<file path="src/rtl/lcd_bus_pkg.sv">
package lcd_bus_pkg;
  // Control-to-datapath strobes, one cycle each unless noted.
  typedef struct packed {
    logic hiStore;   // latch high nibble of a 4-bit write
    logic byteWrite; // a full write byte completes this cycle
    logic isData;    // cd level for the current cycle
    logic advance;   // step the memory pointer
    logic reload;    // refill the read register from memory
    logic phaseLo;   // registered nibble phase (1 = low nibble next)
  } bus_strobe_t;
endpackage

</file>
<file path="src/rtl/lcd_bus_ctrl.sv">
module lcd_bus_ctrl
  import lcd_bus_pkg::*;
(
  input  logic        clk,
  input  logic        rstN,
  input  logic        busMode,
  input  logic        nibbleMode,
  input  logic        csN,
  input  logic        cd,
  input  logic        wrN,
  input  logic        rdN,
  input  logic        rwSel,
  input  logic        enable,
  input  logic        addrSet,
  output bus_strobe_t strobes,
  output logic        dataOe
);
  logic wrAct, rdAct, wrPrev, rdPrev, cdPrev;
  logic phase, primed, reloadQ;
  logic sel, wrDone, rdDone, anyDone, cdFlip, effPhase;
  logic byteDone, dataWr, dataRd, phaseNext;

  always_comb begin
    wrAct     = busMode ? (enable & ~rwSel) : ~wrN;
    rdAct     = busMode ? (enable & rwSel) : ~rdN;
    sel       = ~csN;
    wrDone    = sel & wrPrev & ~wrAct;
    rdDone    = sel & rdPrev & ~rdAct;
    anyDone   = wrDone | rdDone;
    cdFlip    = sel & (cd ^ cdPrev);
    effPhase  = cdFlip ? 1'b0 : phase;
    byteDone  = anyDone & (~nibbleMode | effPhase);
    dataWr    = wrDone & byteDone & cd;
    dataRd    = rdDone & byteDone & cd;
    if (!nibbleMode)
      phaseNext = 1'b0;
    else if (anyDone)
      phaseNext = ~effPhase;
    else
      phaseNext = effPhase;
  end

  always_comb begin
    strobes.hiStore   = wrDone & nibbleMode & ~effPhase;
    strobes.byteWrite = wrDone & byteDone;
    strobes.isData    = cd;
    strobes.advance   = dataWr | (dataRd & primed);
    strobes.reload    = reloadQ;
    strobes.phaseLo   = phase;
    dataOe            = sel & rdAct;
  end

  always_ff @(posedge clk) begin
    if (!rstN) begin
      wrPrev  <= 1'b0;
      rdPrev  <= 1'b0;
      cdPrev  <= 1'b0;
      phase   <= 1'b0;
      primed  <= 1'b0;
      reloadQ <= 1'b0;
    end else begin
      wrPrev  <= wrAct;
      rdPrev  <= rdAct;
      cdPrev  <= cd;
      phase   <= phaseNext;
      reloadQ <= dataWr | dataRd;
      if (addrSet)
        primed <= 1'b0;
      else if (dataRd)
        primed <= 1'b1;
    end
  end
endmodule

</file>
<file path="src/rtl/lcd_bus_datapath.sv">
module lcd_bus_datapath
  import lcd_bus_pkg::*;
#(
  parameter int COLS = 80,
  parameter int ROWS = 104,
  localparam int COL_W = $clog2(COLS),
  localparam int ROW_W = $clog2(ROWS)
) (
  input  logic             clk,
  input  logic             rstN,
  input  bus_strobe_t      strobes,
  input  logic             nibbleMode,
  input  logic [7:0]       dataIn,
  input  logic [7:0]       statusIn,
  input  logic [7:0]       ramRdata,
  output logic [7:0]       dataOut,
  output logic             cmdValid,
  output logic [7:0]       cmdByte,
  output logic             ramWe,
  output logic [7:0]       ramWdata,
  output logic [COL_W-1:0] ramCol,
  output logic [ROW_W-1:0] ramRow,
  output logic             addrSet
);
  localparam logic [COL_W-1:0] COL_LAST = COL_W'(COLS - 1);
  localparam logic [ROW_W-1:0] ROW_LAST = ROW_W'(ROWS - 1);

  logic [3:0] hiNib;
  logic [7:0] assembled, readReg, rdSrc;
  logic       isCmd, setCol, setRow;

  always_comb begin
    assembled = nibbleMode ? {hiNib, dataIn[3:0]} : dataIn;
    isCmd     = strobes.byteWrite & ~strobes.isData;
    setCol    = isCmd & (assembled[7:4] == 4'h1);
    setRow    = isCmd & (assembled[7:4] == 4'h2);
    addrSet   = setCol | setRow;
    cmdValid  = isCmd;
    cmdByte   = assembled;
    ramWe     = strobes.byteWrite & strobes.isData;
    ramWdata  = assembled;
    rdSrc     = strobes.isData ? readReg : statusIn;
    if (!nibbleMode)
      dataOut = rdSrc;
    else
      dataOut = {4'h0, strobes.phaseLo ? rdSrc[3:0] : rdSrc[7:4]};
  end

  always_ff @(posedge clk) begin
    if (!rstN) begin
      hiNib   <= 4'h0;
      readReg <= 8'h00;
      ramCol  <= '0;
      ramRow  <= '0;
    end else begin
      if (strobes.hiStore)
        hiNib <= dataIn[3:0];
      if (strobes.reload)
        readReg <= ramRdata;
      if (setCol)
        ramCol <= COL_W'(assembled[3:0]);
      else if (setRow)
        ramRow <= ROW_W'(assembled[3:0]);
      else if (strobes.advance) begin
        if (ramCol == COL_LAST) begin
          ramCol <= '0;
          ramRow <= (ramRow == ROW_LAST) ? '0 : ramRow + 1'b1;
        end else begin
          ramCol <= ramCol + 1'b1;
        end
      end
    end
  end
endmodule

</file>
<file path="src/rtl/lcd_host_bus.sv">
module lcd_host_bus
  import lcd_bus_pkg::*;
#(
  parameter int COLS = 80,
  parameter int ROWS = 104,
  localparam int COL_W = $clog2(COLS),
  localparam int ROW_W = $clog2(ROWS)
) (
  input  logic             clk,
  input  logic             rstN,
  input  logic             busMode,
  input  logic             nibbleMode,
  input  logic             csN,
  input  logic             cd,
  input  logic             wrN,
  input  logic             rdN,
  input  logic             rwSel,
  input  logic             enable,
  input  logic [7:0]       dataIn,
  output logic [7:0]       dataOut,
  output logic             dataOe,
  input  logic [7:0]       statusIn,
  output logic             cmdValid,
  output logic [7:0]       cmdByte,
  output logic             ramWe,
  output logic [7:0]       ramWdata,
  output logic [COL_W-1:0] ramCol,
  output logic [ROW_W-1:0] ramRow,
  input  logic [7:0]       ramRdata
);
  bus_strobe_t strobes;
  logic        addrSet;

  lcd_bus_ctrl u_ctrl (
    .clk(clk), .rstN(rstN), .busMode(busMode), .nibbleMode(nibbleMode),
    .csN(csN), .cd(cd), .wrN(wrN), .rdN(rdN), .rwSel(rwSel),
    .enable(enable), .addrSet(addrSet), .strobes(strobes), .dataOe(dataOe)
  );

  lcd_bus_datapath #(.COLS(COLS), .ROWS(ROWS)) u_dp (
    .clk(clk), .rstN(rstN), .strobes(strobes), .nibbleMode(nibbleMode),
    .dataIn(dataIn), .statusIn(statusIn), .ramRdata(ramRdata),
    .dataOut(dataOut), .cmdValid(cmdValid), .cmdByte(cmdByte),
    .ramWe(ramWe), .ramWdata(ramWdata), .ramCol(ramCol), .ramRow(ramRow),
    .addrSet(addrSet)
  );
endmodule

</file>
<file path="config.mk">
export PLATFORM = sky130hd
export DESIGN_NAME = lcd_host_bus
export DESIGN_NICKNAME = d
export VERILOG_FILES = /design/src/rtl/lcd_bus_pkg.sv /design/src/rtl/lcd_bus_ctrl.sv /design/src/rtl/lcd_bus_datapath.sv /design/src/rtl/lcd_host_bus.sv
export SDC_FILE = /design/constraint.sdc
export NUM_CORES = 1
export LEC_CHECK = 0
export ABC_AREA = 1
export BUFFER_PORTS_ARGS = -buffer_cell sky130_fd_sc_hd__clkbuf_2
export CORE_ASPECT_RATIO = 0.5
export CORE_MARGIN = 5
export CORE_UTILIZATION = 44
export CTS_CLUSTER_SIZE = 30
export DETAILED_ROUTE_END_ITERATION = 10
export PLACE_DENSITY = 0.73
export SYNTH_ARGS = -nofsm -noshare
export SYNTH_HDL_FRONTEND = slang
export SYNTH_SLANG_ARGS = --single-unit
</file>
<file path="constraint.sdc">
create_clock -name clk -period 1.5 [get_ports clk]
set_input_delay 0.3 -clock clk [delete_from_list [all_inputs] [get_ports clk]]
set_output_delay 0.3 -clock clk [all_outputs]
set_load 0.02 [all_outputs]
</file>
==> reports/results.txt <==
Clock tree buffer depth - 2
Slew headroom - 80.1%
Commonest non-fill, non-tap cells in the layout - clkbuf_2 (63), nand2_1 (55), nor2_1 (45)
Fillers - 370
Unrepaired setup endpoints after global routing - yes
Dpl cell area - 2560 um^2
Final WL - 6140 um
Die height - 57.5 um
Num rows - 17
Overall power - 0.00198 W
Worst EP arrival - 1.76 ns
Overall routing resource usage - 17.8%
DRT iter0 DRCs - 96
Worst-Margin Slew - 0.298 ns
R2r startpoint - u_ctrl.cdPrev$_SDFF_PN0_
Fin. max-slew vios - 0
Drt via density - 4.94
Pwr dens - 670 nW/um^2
Root Driver - clkbuf_8
Synth Warn # - 0
Clk_skew - 0.00681 ns
Max VDD drop - 0.390 mV
Nets@finish - 440
CTS Hold Bufs - 0
# Max-Cap Violations - 0
Mapped Nets - 336
Area share of the leading cell type in the synthesized netlist - 32.3%
Global-route wire length before repair - 9000 um
Top cells by area, synth - dfxtp_1 (32%), nand2_1 (12%), nor2_1 (9.7%)
Pin count of the biggest net entering global routing - 13
TritonCTS Buffers - 5
HPWL Detailed - 4260 um
Hold path cells - 3
GP Congestion - 0.909
Worst path top cell family by delay - simple AND/OR/NAND/NOR gates
Final-report setup violation count - 6
Grt met1 use - 20.6%
Share of cells above drive strength 1 - 44.0%
Max Fclk - 0.642 GHz
Hold Path Class - input port to flop
Crit-path slowest cell - dfxtp_2
Via count - 2284
Crit-path cells - inv_2, nand2_2, nand3_2, nand2_2, nand2_4, buf_6, buf_6, nor2_2, o21ai_0, a21oi_1
CTS tree - done
Post-route design area - 2950 um^2
Worst EP required - 1.70 ns
Crit start category - flop
Async SR Flop Fraction - 0%
FF-to-FF path depth - 10
Gate count of the mapped netlist - 300
Synth unique cells - 31
FF-to-FF setup slack - -0.06 ns
FF-to-FF End - u_dp.hiNib[1]$_SDFFE_PN0P_
Die width - 105 um
Initial DRT Pass Iterations - 4
Worst Hold Launch - ramRdata[0]
Post-layout util - 67.4%
Synthesized area - 1980 um^2
WL/cell - 13.3 um
Top FF cell, synth - dfxtp_1
Syn-to-layout area delta - 49.1%
Antenna diodes - 0
Outcome - complete, but fails checks
Worst-path fanout max - 8
Crit path kind - flop to flop
Die Area - 6030 um^2
Initial Utilization - 45.2%
CP endpoint kind - flop
Largest stage delay, worst path - 0.34 ns
Met3 usage - 5.31%
Clk_lat worst skew - 0.28 ns
Clock period minus worst slack - 1.56 ns
Hold Fails Final Rpt - 0
Setup WS pre-CTS - -0.181 ns
Core area - 4380 um^2
Vias in the first global route - 2092
Seq cells post-synth - 32
Clock Sinks - 32
Most common cell after layout, fill and taps aside - clkbuf_2
Leakage - 1.49 nW
Share of the clock period used by the worst path - 104%
Post-synth EDFFs - 0
Routed Antenna Nets - 0
Post-route setup slack - -0.0568 ns
Worst path bufs/invs - 3
Hold path endpoint - u_dp.readReg[0]$_SDFFE_PN0P_
IO buf count - 74
Top Usage Layer GRT - met2
Synth Area per Inst - 6.61 um^2
Leading area contributor after synthesis - dfxtp_1
CTS H-tree lvls - 2
Hold slack final - 0.246 ns
Total gr overflow - 0
DR DRC count - 0
Initial antenna violation count - 0
Worst-path clk slew - 0.07 ns
Ports - 75
Failing checks - setup timing
Register area share after synthesis - 32.3%
GR Util met2 - 32.3%
[worst min-delay path, delay by kind of cell]
| family | cells | cell delay (ns) |
|---|---|---|
| buffers and inverters | 1 | 0.08 |
| and+or+nand+nor | 2 | 0.11 |
[registers in the layout (all words and copies together), names as in the netlist]
name and count:
u_ctrl.reloadQ 1, u_ctrl.phase 1, u_dp.readReg 8, u_ctrl.primed 1, u_dp.ramRow 7, u_ctrl.rdPrev 1, u_ctrl.cdPrev 1, u_dp.ramCol 7
u_ctrl.wrPrev 1, u_dp.hiNib 4
[how the worst max path moves through the flow]
stage / endpoint / from / depth (start not counted)
after floorplan: u_dp.ramCol[3]$_SDFFE_PN0P_ / u_dp.ramCol[1]$_SDFFE_PN0P_ / 8
after global placement: dataOut[0] / nibbleMode / 7
after detailed placement: u_dp.ramCol[1]$_SDFFE_PN0P_ / nibbleMode / 12
after CTS: cmdValid / u_ctrl.cdPrev$_SDFF_PN0_ / 7
after global routing: u_dp.hiNib[1]$_SDFFE_PN0P_ / u_ctrl.cdPrev$_SDFF_PN0_ / 10
final: u_dp.hiNib[1]$_SDFFE_PN0P_ / u_ctrl.cdPrev$_SDFF_PN0_ / 10
[power by group]
| group | internal [W] | total, W | switching, W |
|---|---|---|---|
| Combinational | 0.000178 | 0.000418 | 0.000240 |
| Clock | 0.000366 | 0.000688 | 0.000322 |
| Sequential | 0.000864 | 0.000873 | 0.00000889 |
| Total | 0.00141 | 0.00198 | 0.000571 |
[cells in the mapped netlist, types with 4 or more instances]
cell type / count
o21ai_1: 5
o21ai_0: 17
buf_4: 15
xor2_1: 5
nand2_1: 64
nand4_1: 5
nor2_1: 51
inv_1: 34
nand3_1: 14
dfxtp_1: 32
mux2i_1: 4
a21oi_1: 17
[kinds of logic (layout without fill, tap and decap cells)]
kind of cell / after synthesis / count (layout) / share of synthesized area, %
AOI/OAI and AO/OA: 44 / 44 / 11.8
xor gates and xnor gates: 8 / 8 / 3.54
adders and majority gates: 2 / 2 / 1.26
buffers and inverters: 56 / 159 / 13.8
DFF: 32 / 32 / 32.3
muxes: 4 / 4 / 2.02
and+or+nand+nor: 154 / 156 / 35.2
[repair_timing]
item,CTS,global route
setup buffers,3,4
cloned,1,1
pin swaps,9,18
hold endpoints to repair,0,0
setup endpoints to repair,12,27
resized for setup,25,53
[metrics by stage]
stage / TNS, ns / cells
after detailed placement: -2.27 / 445
after global routing: -1.56 / 462
final: -0.170 / 462
after CTS: -0.163 / 457
after floorplan: 0 / 300
after global placement: -1.56 / 445
[final cells by class]
cell class | count | area, um^2 | share of cell area, %
sequential | 32 | 647 | 21.9
multi-input combinational | 214 | 1270 | 42.9
timing repair buffer | 114 | 734 | 24.9
clock inverter | 2 | 10.0 | 0.339
clock buffer | 6 | 82.6 | 2.80
tap | 57 | 71.3 | 2.41
inverter | 37 | 141 | 4.79
[routing by layer]
layer / wire length (um) / up-vias
met5: 0 / -
met3: 364 / 8
met2: 3090 / 63
li1: - / 1156
met1: 2630 / 1057
met4: 57 / 0
No activity file was read; power rests on OpenSTA's default activity.
